File: src/rtl/pwm_regbank_pkg.sv
package pwm_regbank_pkg;

    localparam int unsigned BUS_W   = 32;
    localparam int unsigned REG_W   = 8;
    localparam int unsigned ADDR_W  = 8;
    localparam int unsigned MAX_CH  = 16;
    localparam int unsigned IDX_W   = $clog2(MAX_CH);

    localparam logic [ADDR_W-1:0] A_PRESCALE = 8'h00;
    localparam logic [ADDR_W-1:0] A_PERIOD   = 8'h04;
    localparam logic [ADDR_W-1:0] A_EN_LO    = 8'h08;
    localparam logic [ADDR_W-1:0] A_EN_HI    = 8'h0C;
    localparam logic [ADDR_W-1:0] A_EDGE_LO  = 8'h10;
    localparam logic [ADDR_W-1:0] A_EDGE_HI  = 8'h8C;
    localparam logic [ADDR_W-1:0] A_SYNC     = 8'hE4;

    typedef enum logic [2:0] {
        RK_NONE,
        RK_PRESCALE,
        RK_PERIOD,
        RK_ENABLE,
        RK_RISE,
        RK_FALL,
        RK_SYNC
    } reg_kind_e;

    typedef struct packed {
        reg_kind_e        kind;
        logic [IDX_W-1:0] idx;
    } reg_sel_t;

    typedef struct packed {
        logic [REG_W-1:0] rise;
        logic [REG_W-1:0] fall;
    } edge_pair_t;

    function automatic reg_sel_t decode_addr(input logic [ADDR_W-1:0] a,
                                             input int unsigned nch);
        reg_sel_t         s;
        logic [ADDR_W-1:0] off;
        s.kind = RK_NONE;
        s.idx  = '0;
        off    = a - A_EDGE_LO;
        if (a[1:0] == 2'b00) begin
            if (a == A_PRESCALE) begin
                s.kind = RK_PRESCALE;
            end else if (a == A_PERIOD) begin
                s.kind = RK_PERIOD;
            end else if (a == A_EN_LO) begin
                s.kind = RK_ENABLE;
            end else if (a == A_EN_HI && nch > 8) begin
                s.kind = RK_ENABLE;
                s.idx  = IDX_W'(1);
            end else if (a == A_SYNC) begin
                s.kind = RK_SYNC;
            end else if (a >= A_EDGE_LO && a <= A_EDGE_HI) begin
                if (int'(off[6:3]) < nch) begin
                    s.kind = off[2] ? RK_FALL : RK_RISE;
                    s.idx  = off[6:3];
                end
            end
        end
        return s;
    endfunction

endpackage

File: src/rtl/pwm_rb_decode.sv
module pwm_rb_decode
    import pwm_regbank_pkg::*;
#(
    parameter int unsigned NUM_CH = 16
) (
    input  logic [ADDR_W-1:0] addr,
    output reg_sel_t          sel
);
    always_comb begin
        sel = decode_addr(addr, NUM_CH);
    end
endmodule

File: src/rtl/pwm_rb_channel.sv
module pwm_rb_channel
    import pwm_regbank_pkg::*;
#(
    parameter bit SHADOWED = 1'b0
) (
    input  logic             clk,
    input  logic             rst,
    input  logic             wr_rise,
    input  logic             wr_fall,
    input  logic [REG_W-1:0] wdata,
    input  logic             sync_on,
    input  logic             period_start,
    output edge_pair_t       act
);
    edge_pair_t act_q;

    generate
        if (SHADOWED) begin : g_shadow
            edge_pair_t stage_q;
            always_ff @(posedge clk) begin
                if (rst) begin
                    act_q   <= '0;
                    stage_q <= '0;
                end else begin
                    if (period_start && sync_on) begin
                        act_q <= stage_q;
                    end
                    if (wr_rise) begin
                        stage_q.rise <= wdata;
                        if (!sync_on) act_q.rise <= wdata;
                    end
                    if (wr_fall) begin
                        stage_q.fall <= wdata;
                        if (!sync_on) act_q.fall <= wdata;
                    end
                end
            end
        end else begin : g_plain
            logic unused_ctl;
            assign unused_ctl = sync_on ^ period_start;
            always_ff @(posedge clk) begin
                if (rst) begin
                    act_q <= '0;
                end else begin
                    if (wr_rise) act_q.rise <= wdata;
                    if (wr_fall) act_q.fall <= wdata;
                end
            end
        end
    endgenerate

    assign act = act_q;
endmodule

File: src/rtl/pwm_rb_readmux.sv
module pwm_rb_readmux
    import pwm_regbank_pkg::*;
#(
    parameter int unsigned NUM_CH = 16
) (
    input  logic                          rd,
    input  reg_sel_t                      sel,
    input  logic [REG_W-1:0]              prescale,
    input  logic [REG_W-1:0]              period,
    input  logic [NUM_CH-1:0]             enable,
    input  logic [NUM_CH-1:0][REG_W-1:0]  rise,
    input  logic [NUM_CH-1:0][REG_W-1:0]  fall,
    input  logic                          sync_on,
    output logic [BUS_W-1:0]              rdata
);
    logic [REG_W-1:0] val;

    always_comb begin
        val = '0;
        unique case (sel.kind)
            RK_PRESCALE: val = prescale;
            RK_PERIOD:   val = period;
            RK_SYNC:     val = {{(REG_W-1){1'b0}}, sync_on};
            RK_ENABLE: begin
                for (int ch = 0; ch < int'(NUM_CH); ch++) begin
                    if (sel.idx == IDX_W'(ch / 8)) val[ch % 8] = enable[ch];
                end
            end
            RK_RISE: begin
                for (int ch = 0; ch < int'(NUM_CH); ch++) begin
                    if (sel.idx == IDX_W'(ch)) val = rise[ch];
                end
            end
            RK_FALL: begin
                for (int ch = 0; ch < int'(NUM_CH); ch++) begin
                    if (sel.idx == IDX_W'(ch)) val = fall[ch];
                end
            end
            default: val = '0;
        endcase
        rdata = rd ? {{(BUS_W-REG_W){1'b0}}, val} : '0;
    end
endmodule

File: src/rtl/pwm_regbank.sv
module pwm_regbank
    import pwm_regbank_pkg::*;
#(
    parameter int unsigned       NUM_CH      = 16,
    parameter logic [NUM_CH-1:0] SHADOW_MASK = {NUM_CH{1'b1}}
) (
    input  logic                    clk,
    input  logic                    rst,
    input  logic [7:0]              bus_addr,
    input  logic                    bus_wr,
    input  logic                    bus_rd,
    input  logic [31:0]             bus_wdata,
    output logic [31:0]             bus_rdata,
    input  logic                    period_start,
    output logic [7:0]              act_prescale,
    output logic [7:0]              act_period,
    output logic [NUM_CH-1:0]       act_enable,
    output logic [NUM_CH*8-1:0]     act_rise,
    output logic [NUM_CH*8-1:0]     act_fall
);
    localparam int unsigned EN_BYTES = (NUM_CH + 7) / 8;

    reg_sel_t                      sel;
    logic [REG_W-1:0]              prescale_q;
    logic [REG_W-1:0]              period_q;
    logic [NUM_CH-1:0]             enable_q;
    logic                          sync_q;
    logic [NUM_CH-1:0][REG_W-1:0]  rise_w;
    logic [NUM_CH-1:0][REG_W-1:0]  fall_w;
    logic [REG_W-1:0]              wbyte;
    logic                          unused_wdata_hi;

    assign wbyte           = bus_wdata[REG_W-1:0];
    assign unused_wdata_hi = ^bus_wdata[BUS_W-1:REG_W];

    pwm_rb_decode #(.NUM_CH(NUM_CH)) u_dec (
        .addr (bus_addr),
        .sel  (sel)
    );

    always_ff @(posedge clk) begin
        if (rst) begin
            prescale_q <= '0;
            period_q   <= '0;
            enable_q   <= '0;
            sync_q     <= 1'b0;
        end else if (bus_wr) begin
            if (sel.kind == RK_PRESCALE) prescale_q <= wbyte;
            if (sel.kind == RK_PERIOD)   period_q   <= wbyte;
            if (sel.kind == RK_SYNC)     sync_q     <= wbyte[0];
            for (int ch = 0; ch < int'(NUM_CH); ch++) begin
                if (sel.kind == RK_ENABLE && int'(sel.idx) == ch / 8 && ch / 8 < int'(EN_BYTES))
                    enable_q[ch] <= wbyte[ch % 8];
            end
        end
    end

    generate
        for (genvar c = 0; c < NUM_CH; c++) begin : g_ch
            edge_pair_t pair;
            logic       wr_r;
            logic       wr_f;
            assign wr_r = bus_wr && sel.kind == RK_RISE && sel.idx == IDX_W'(c);
            assign wr_f = bus_wr && sel.kind == RK_FALL && sel.idx == IDX_W'(c);

            pwm_rb_channel #(.SHADOWED(SHADOW_MASK[c])) u_ch (
                .clk          (clk),
                .rst          (rst),
                .wr_rise      (wr_r),
                .wr_fall      (wr_f),
                .wdata        (wbyte),
                .sync_on      (sync_q),
                .period_start (period_start),
                .act          (pair)
            );
            assign rise_w[c] = pair.rise;
            assign fall_w[c] = pair.fall;
        end
    endgenerate

    pwm_rb_readmux #(.NUM_CH(NUM_CH)) u_rmux (
        .rd       (bus_rd),
        .sel      (sel),
        .prescale (prescale_q),
        .period   (period_q),
        .enable   (enable_q),
        .rise     (rise_w),
        .fall     (fall_w),
        .sync_on  (sync_q),
        .rdata    (bus_rdata)
    );

    assign act_prescale = prescale_q;
    assign act_period   = period_q;
    assign act_enable   = enable_q;
    assign act_rise     = rise_w;
    assign act_fall     = fall_w;
endmodule

File: config.mk
export PLATFORM = sky130hd
export DESIGN_NAME = pwm_regbank
export DESIGN_NICKNAME = d
export VERILOG_FILES = /design/src/rtl/pwm_regbank_pkg.sv /design/src/rtl/pwm_rb_decode.sv /design/src/rtl/pwm_rb_channel.sv /design/src/rtl/pwm_rb_readmux.sv /design/src/rtl/pwm_regbank.sv
export SDC_FILE = /design/constraint.sdc
export NUM_CORES = 1
export LEC_CHECK = 0
export BUFFER_PORTS_ARGS = -buffer_cell sky130_fd_sc_hd__buf_2
export CAP_MARGIN = 20
export CORE_MARGIN = 1.5
export CORE_UTILIZATION = 40
export CTS_CLUSTER_DIAMETER = 150
export DETAILED_ROUTE_END_ITERATION = 16
export MAX_ROUTING_LAYER = met4
export SKIP_CTS_REPAIR_TIMING = 1
export SYNTH_ARGS = -nofsm -noshare
export SYNTH_HDL_FRONTEND = slang
export SYNTH_SLANG_ARGS = --single-unit
File: constraint.sdc
create_clock -name clk -period 2.8 [get_ports clk]
set_input_delay 0.14 -clock clk [delete_from_list [all_inputs] [get_ports clk]]
set_output_delay 0.14 -clock clk [all_outputs]
set_load 0.05 [all_outputs]
[After elaboration in Yosys (flattened, before gate mapping)]
Index checks and enable logic that the tools add are counted.
Widths: inputs -> output; s select.
Cells by class
  reduce and logical (&&, ||, !) cells: 47
  magnitude comparators: 2
  mux-type cells: 142
  $add $sub $neg: 1
  equal/unequal tests: 26
Operators with widths (number)
  $mux 8: 97
  $mux 16: 16
  $pmux 8 s6: 1
  $logic_and 1x1->1: 38
  $eq 4x4->1 const B: 8
  $mux 7: 3
  $mux 1: 17
  $eq 4x3->1 const B: 4
  $eq 8x4->1 const B: 2
  $mux 4: 4
  $eq 4x2->1 const B: 3
  $mux 3: 4
  $reduce_and 2->1: 5
  $eq 3x3->1 const B: 3
  $eq 8x3->1 const B: 1
  $eq 8x8->1 const B: 1
  $ge 8x5->1 const B: 1
  $le 8x8->1 const B: 1
  $logic_not 4->1: 2
  $logic_not 8->1: 1
  $sub 7x5->7 const B: 1
  $eq 3x2->1 const B: 2
  $eq 4x1->1 const B: 1
  $eq 3x1->1 const B: 1
  $logic_not 2->1: 1
Storage, ports and cells
  output and inout port bits: 320
  word-level logic and storage cells: 287
  input port bits: 45
  bits in registers: 545

[Logic depth before layout (Yosys ltp)]
  depth in word-level cells: 28
  depth in mapped cells: 16
  mapped depth without buffers: 10

[Cells and area by module]
From an unflattened synthesis, not the netlist that was laid out.
Unflattened totals
  cells, all modules: 2986
  area, all modules: 30037.6 um^2
By module, submodules not included
  pwm_rb_channel: area each 1566.5 um^2, times used 16, cells each 145, sequential area each 640.6 um^2
  pwm_rb_readmux: area each 3216.8 um^2, times used 1, cells each 462, sequential area each 0.0 um^2
  pwm_regbank: area each 1557.7 um^2, times used 1, cells each 178, sequential area each 660.6 um^2
  pwm_rb_decode: area each 198.9 um^2, times used 1, cells each 26, sequential area each 0.0 um^2

[Worst setup path after synthesis]
No wires, ideal clock.
  kind: input-to-output
  start: in bus_addr[4]
  end: out bus_rdata[2]
  arrival time: 3.284 ns
  buffers on the path: 5
  setup slack: -0.624 ns
  cell stages on the path: 15
  required time: 2.660 ns
  cell sequence: buf_2 inv_1 ha_1 buf_2 nand2b_1 buf_4 xor2_1 buf_2 and4_1 clkbuf_1 a21oi_1 o31a_1 o211ai_1 a22oi_1 o211ai_1
Between the ends
  longest elaborated chain between the ends: 28
  elaborated cells on any way between the ends: 78
  those cells by class: add/sub (1); order compare (2); eq/ne (25); mux (47); reduce/logical (3)
RTL lines
  start: declaration: RTL line pwm_regbank.sv:9  | input logic [7:0] bus_addr,
  $ge 8x5->1 or $le 8x8->1 (tied branches): RTL line pwm_regbank_pkg.sv:56  | end else if (a >= A_EDGE_LO && a <= A_EDGE_HI) begin
  $logic_and 1x1->1: RTL line pwm_regbank_pkg.sv:56
  $mux 7: RTL line pwm_regbank_pkg.sv:56
  $mux 4: RTL line pwm_regbank_pkg.sv:54  | end else if (a == A_SYNC) begin
  $mux 7: RTL line pwm_regbank_pkg.sv:51  | end else if (a == A_EN_HI && nch > 8) begin
  $mux 4: RTL line pwm_regbank_pkg.sv:49  | end else if (a == A_EN_LO) begin
  $mux 4: RTL line pwm_regbank_pkg.sv:47  | end else if (a == A_PERIOD) begin
  $mux 4: RTL line pwm_regbank_pkg.sv:45  | if (a == A_PRESCALE) begin
  $mux 7 *: RTL line pwm_regbank_pkg.sv:44  | if (a[1:0] == 2'b00) begin
  $logic_not 4->1: RTL line pwm_rb_readmux.sv:26, pwm_rb_readmux.sv:31, pwm_rb_readmux.sv:36
  $mux 8, on equally long branches (16 in a row): RTL line pwm_rb_readmux.sv:36, pwm_rb_readmux.sv:31
  $pmux 8 s6 *: RTL line pwm_rb_readmux.sv:20  | unique case (sel.kind)
  $mux 8 *: RTL line pwm_rb_readmux.sv:41  | rdata = rd ? {{(BUS_W-REG_W){1'b0}}, val} : '0;
  end: declaration: RTL line pwm_regbank.sv:13  | output logic [31:0] bus_rdata,
Mark *: on every way between the ends. The rest lies on a longest branch, timed or not.

[Final worst setup path]
  start: in bus_addr[4]
  end: out bus_rdata[5]
The elaborated chain is that of the path after synthesis.

==> impl_metrics.csv <==
group,metric,value,unit
run_status,status,"finished, violations left",
grt,gr-total-overflow,0,
die,num_rows,92,
placement,dp.final_hpwl,84130,µm
critical_path,worstPathRequired,2.66,ns
power_and_ir_drop,static-leakage-power,0.01331,µW
yosys,synth-seq-cells,545,
timing,setup_viol,8,
die,die_y,256.2,µm
timing,setup_slack,-0.2783,ns
cells_and_area,utilization,52.58,%
cts,clockRootBuffer,"clkbuf_16",
yosys,syn_area_per_cell,7.813,µm²
die,core-area,63200,µm²
critical_path,worst-path-max-fanout,6,
die,die_w,256.2,µm
cts,numCtsBuffers,58,
cts,cts_sinks,545,
yosys,syn-cell-area,25650,µm²
placement,io_buffers,316,
placement,place_area,30660,µm²
cells_and_area,multiInputGateArea,13920,µm²
grt,track_usage,34.92,%
yosys,synth_cell_types,78,
power_and_ir_drop,power,16850,µW
yosys,synth-edff-count,0,
yosys,async_flop_share,0,%
critical_path,critPathKind,"primary input to primary output",
cts,clk_latency,0.64,ns
timing,rsz0062_at_grt,"yes",
grt,antenna_found_initial,3,
cells_and_area,regArea,10920,µm²
placement,detailedPlace.worstSlack,-0.5847,ns
yosys,ys.flop_type,"dfxtp_1",
worst_hold_path,worstHoldPathType,"primary input to register",
yosys,ys_seq_area_share,42.54,%
cts,clk_pin_slew_worst_paths,0.06,ns
detailed_routing,ant_nets,0,
power_and_ir_drop,ir_worst_vdd,0.0003826,V
die,die_area,65650,µm²
detailed_routing,drt_pre_antenna_iters,6,
timing,worst_pin_slew,0.9654,ns
timing,fin_crit,3.078,ns
timing,relSlewSlack,35.64,%
detailed_routing,drcViolationCount,0,
timing,slew_viol_final,0,
detailed_routing,drt_first_iter_violations,3416,
die,start_util,40.59,%
grt,grt_pass1_wl,168000,µm
grt,grt_max_degree,95,
detailed_routing,vias,27500,
critical_path,worstSetupStartpointType,"primary input",
grt,grt_pass1_vias,24100,
cells_and_area,design_area,33230,µm²
cells_and_area,area_delta_synth_final,29.55,%
cells_and_area,fillCellCount,6103,
detailed_routing,wl_per_cell,24.92,µm
run_status,violations,"setup timing",
timing,fin_crit_sh,109.9,%
detailed_routing,vias_per_cell,5.907,
cells_and_area,drive_above_1_share,23.88,%
cts,cts-htree-levels,2,
critical_path,critPathArrivalTime,2.94,ns
timing,clock.fmax,0.3249,GHz
yosys,syn_inst,3283,
cells_and_area,fin_nets,3809,
cts,cts_tree,"yes",
job,maxCapViolations,0,
placement,gp_congestion,1.096,
power_and_ir_drop,p_per_area,507.0,nW/µm²
cts,cts_buffer_depth,3,
timing,skew,0.02494,ns
yosys,ys_warn_count,0,
critical_path,worst_setup_path_end_kind,"primary output",
detailed_routing,wirelength,116000,µm
timing,finalHoldViolCount,0,
die,io_pins,365,
-- area by class of cell --
| cell class | instances | area share (%) |
|---|---|---|
| antenna | 3 | 0.02259 |
| clock buffer | 85 | 5.065 |
| clock inverter | 20 | 0.6891 |
| inverter | 8 | 0.1356 |
| multi-input combinational | 2440 | 41.89 |
| sequential | 545 | 32.85 |
| tap | 846 | 3.186 |
| timing repair buffer | 709 | 16.16 |
-- final timing paths --
check	startpoint	depth (start not counted)	end	slack [ns]
worst max-delay path	bus_addr[4]	17	bus_rdata[5]	-0.28
worst min-delay path	bus_wdata[3]	4	g_ch[7].u_ch.g_shadow.stage_q[3]$_SDFFE_PP0P_	0.06
worst min register to register	g_ch[15].u_ch.g_shadow.stage_q[12]$_SDFFE_PP0P_	2	g_ch[15].u_ch.g_shadow.stage_q[12]$_SDFFE_PP0P_	0.45
worst max register to register	sync_q$_SDFFE_PP0P_	5	g_ch[9].u_ch.act[3]$_SDFF_PP0_	0.89
-- flip-flops by register name, indices dropped and copies added, names as in the netlist --
signal and count:
g_ch.u_ch.g_shadow.stage_q 256, act_period 8, act_prescale 8, sync_q 1, act_enable 16, g_ch.u_ch.act 256
-- per-stage QoR --
step	hold slack (ns)	TNS (ns)	instances
after global placement	0.4424	-17.60	4528
after floorplan	0.4357	-0.3687	3306
after detailed placement	0.4465	-21.74	4528
after CTS	-0.05562	-3.890	4633
final	0.06416	-1.685	4656
after global routing	0.07295	-2.138	4656
-- kinds of logic (layout without fill, tap and decap cells) --
logic type	Yosys count	in the layout	synth area share (%)
AND/OR/NAND/NOR	1329	1329	21.63
AO/OA/AOI/OAI	928	928	24.26
flip-flops	545	545	42.54
buffers and inverters	321	822	5.278
multiplexers	153	153	6.010
XOR/XNOR	4	4	0.1659
adder cells (fa/ha/maj)	2	2	0.09755
other	1	27	0.01462
-- layer usage --
metal / part of all wire (%) / GRT usage, % / vias up
met5: 0 / - / -
met4: 3.8 / 12.79 / 0
met3: 9.1 / 5.724 / 252
met2: 45 / 52.26 / 1418
met1: 42 / 47.28 / 13250
li1: - / - / 12590
-- where the power goes --
group	total, µW	switching (µW)	internal [µW]	leakage (µW)
logic	1210	814	396	0.00798
clock network	7850	3320	4530	0.000946
registers	7790	24.3	7770	0.00439
total	16800	4160	12700	0.0133
-- critical path, cell delays in order --
cell	delay [ns]
buf_12	0.10
inv_8	0.03
ha_4	0.17
buf_4	0.14
xor2_2	0.18
buf_6	0.14
nor4_4	0.35
buf_12	0.17
buf_4	0.11
nand2_1	0.11
nand2_1	0.09
o21ai_0	0.19
a211oi_2	0.34
o211ai_1	0.15
o211ai_1	0.17
buf_4	0.20
buf_12	0.13
-- synth_stat cells, drive strengths merged (5+ instances only) --
cell type  instances  area (µm²)
mux2i            145        1451
a22oi             12       90.09
a211oi            73       565.5
buf               75       430.4
nand3            127       635.6
nor2b             61       381.6
nor4               5       52.55
mux2               8       90.09
dfxtp            545       10910
inv                8       30.03
a221oi            19       166.4
nor3              19       115.1
o211ai            10       75.07
a311oi           140        1226
clkbuf           238       893.4
a21oi            323        1628
a211o              5       43.79
a222oi             7       70.07
and2               7       43.79
nor2             169       681.9
o22ai              8       50.05
nand4             11       68.82
nand2            912        3423
o221ai            13       120.1
a21o             117       878.3
a221o              8       80.08
o21ai             46       230.2
a31oi            120       750.7
-- layout by cell type, fill, tap and decap left out, drive strengths merged, types with 12 or more instances in the layout --
cell | netlist | layout
nand2 | 912 | 912
a311oi | 140 | 140
nor2 | 169 | 169
nand3 | 127 | 127
inv | 8 | 12
o21ai | 46 | 46
a21o | 117 | 117
clkbuf | 238 | 88
a21oi | 323 | 323
a221oi | 19 | 19
a22oi | 12 | 12
o221ai | 13 | 13
conb | 1 | 24
a211oi | 73 | 73
nor3 | 19 | 19
dfxtp | 545 | 545
mux2i | 145 | 145
nor2b | 61 | 61
buf | 75 | 703
a31oi | 120 | 120
(Power assumes the default switching activity.)
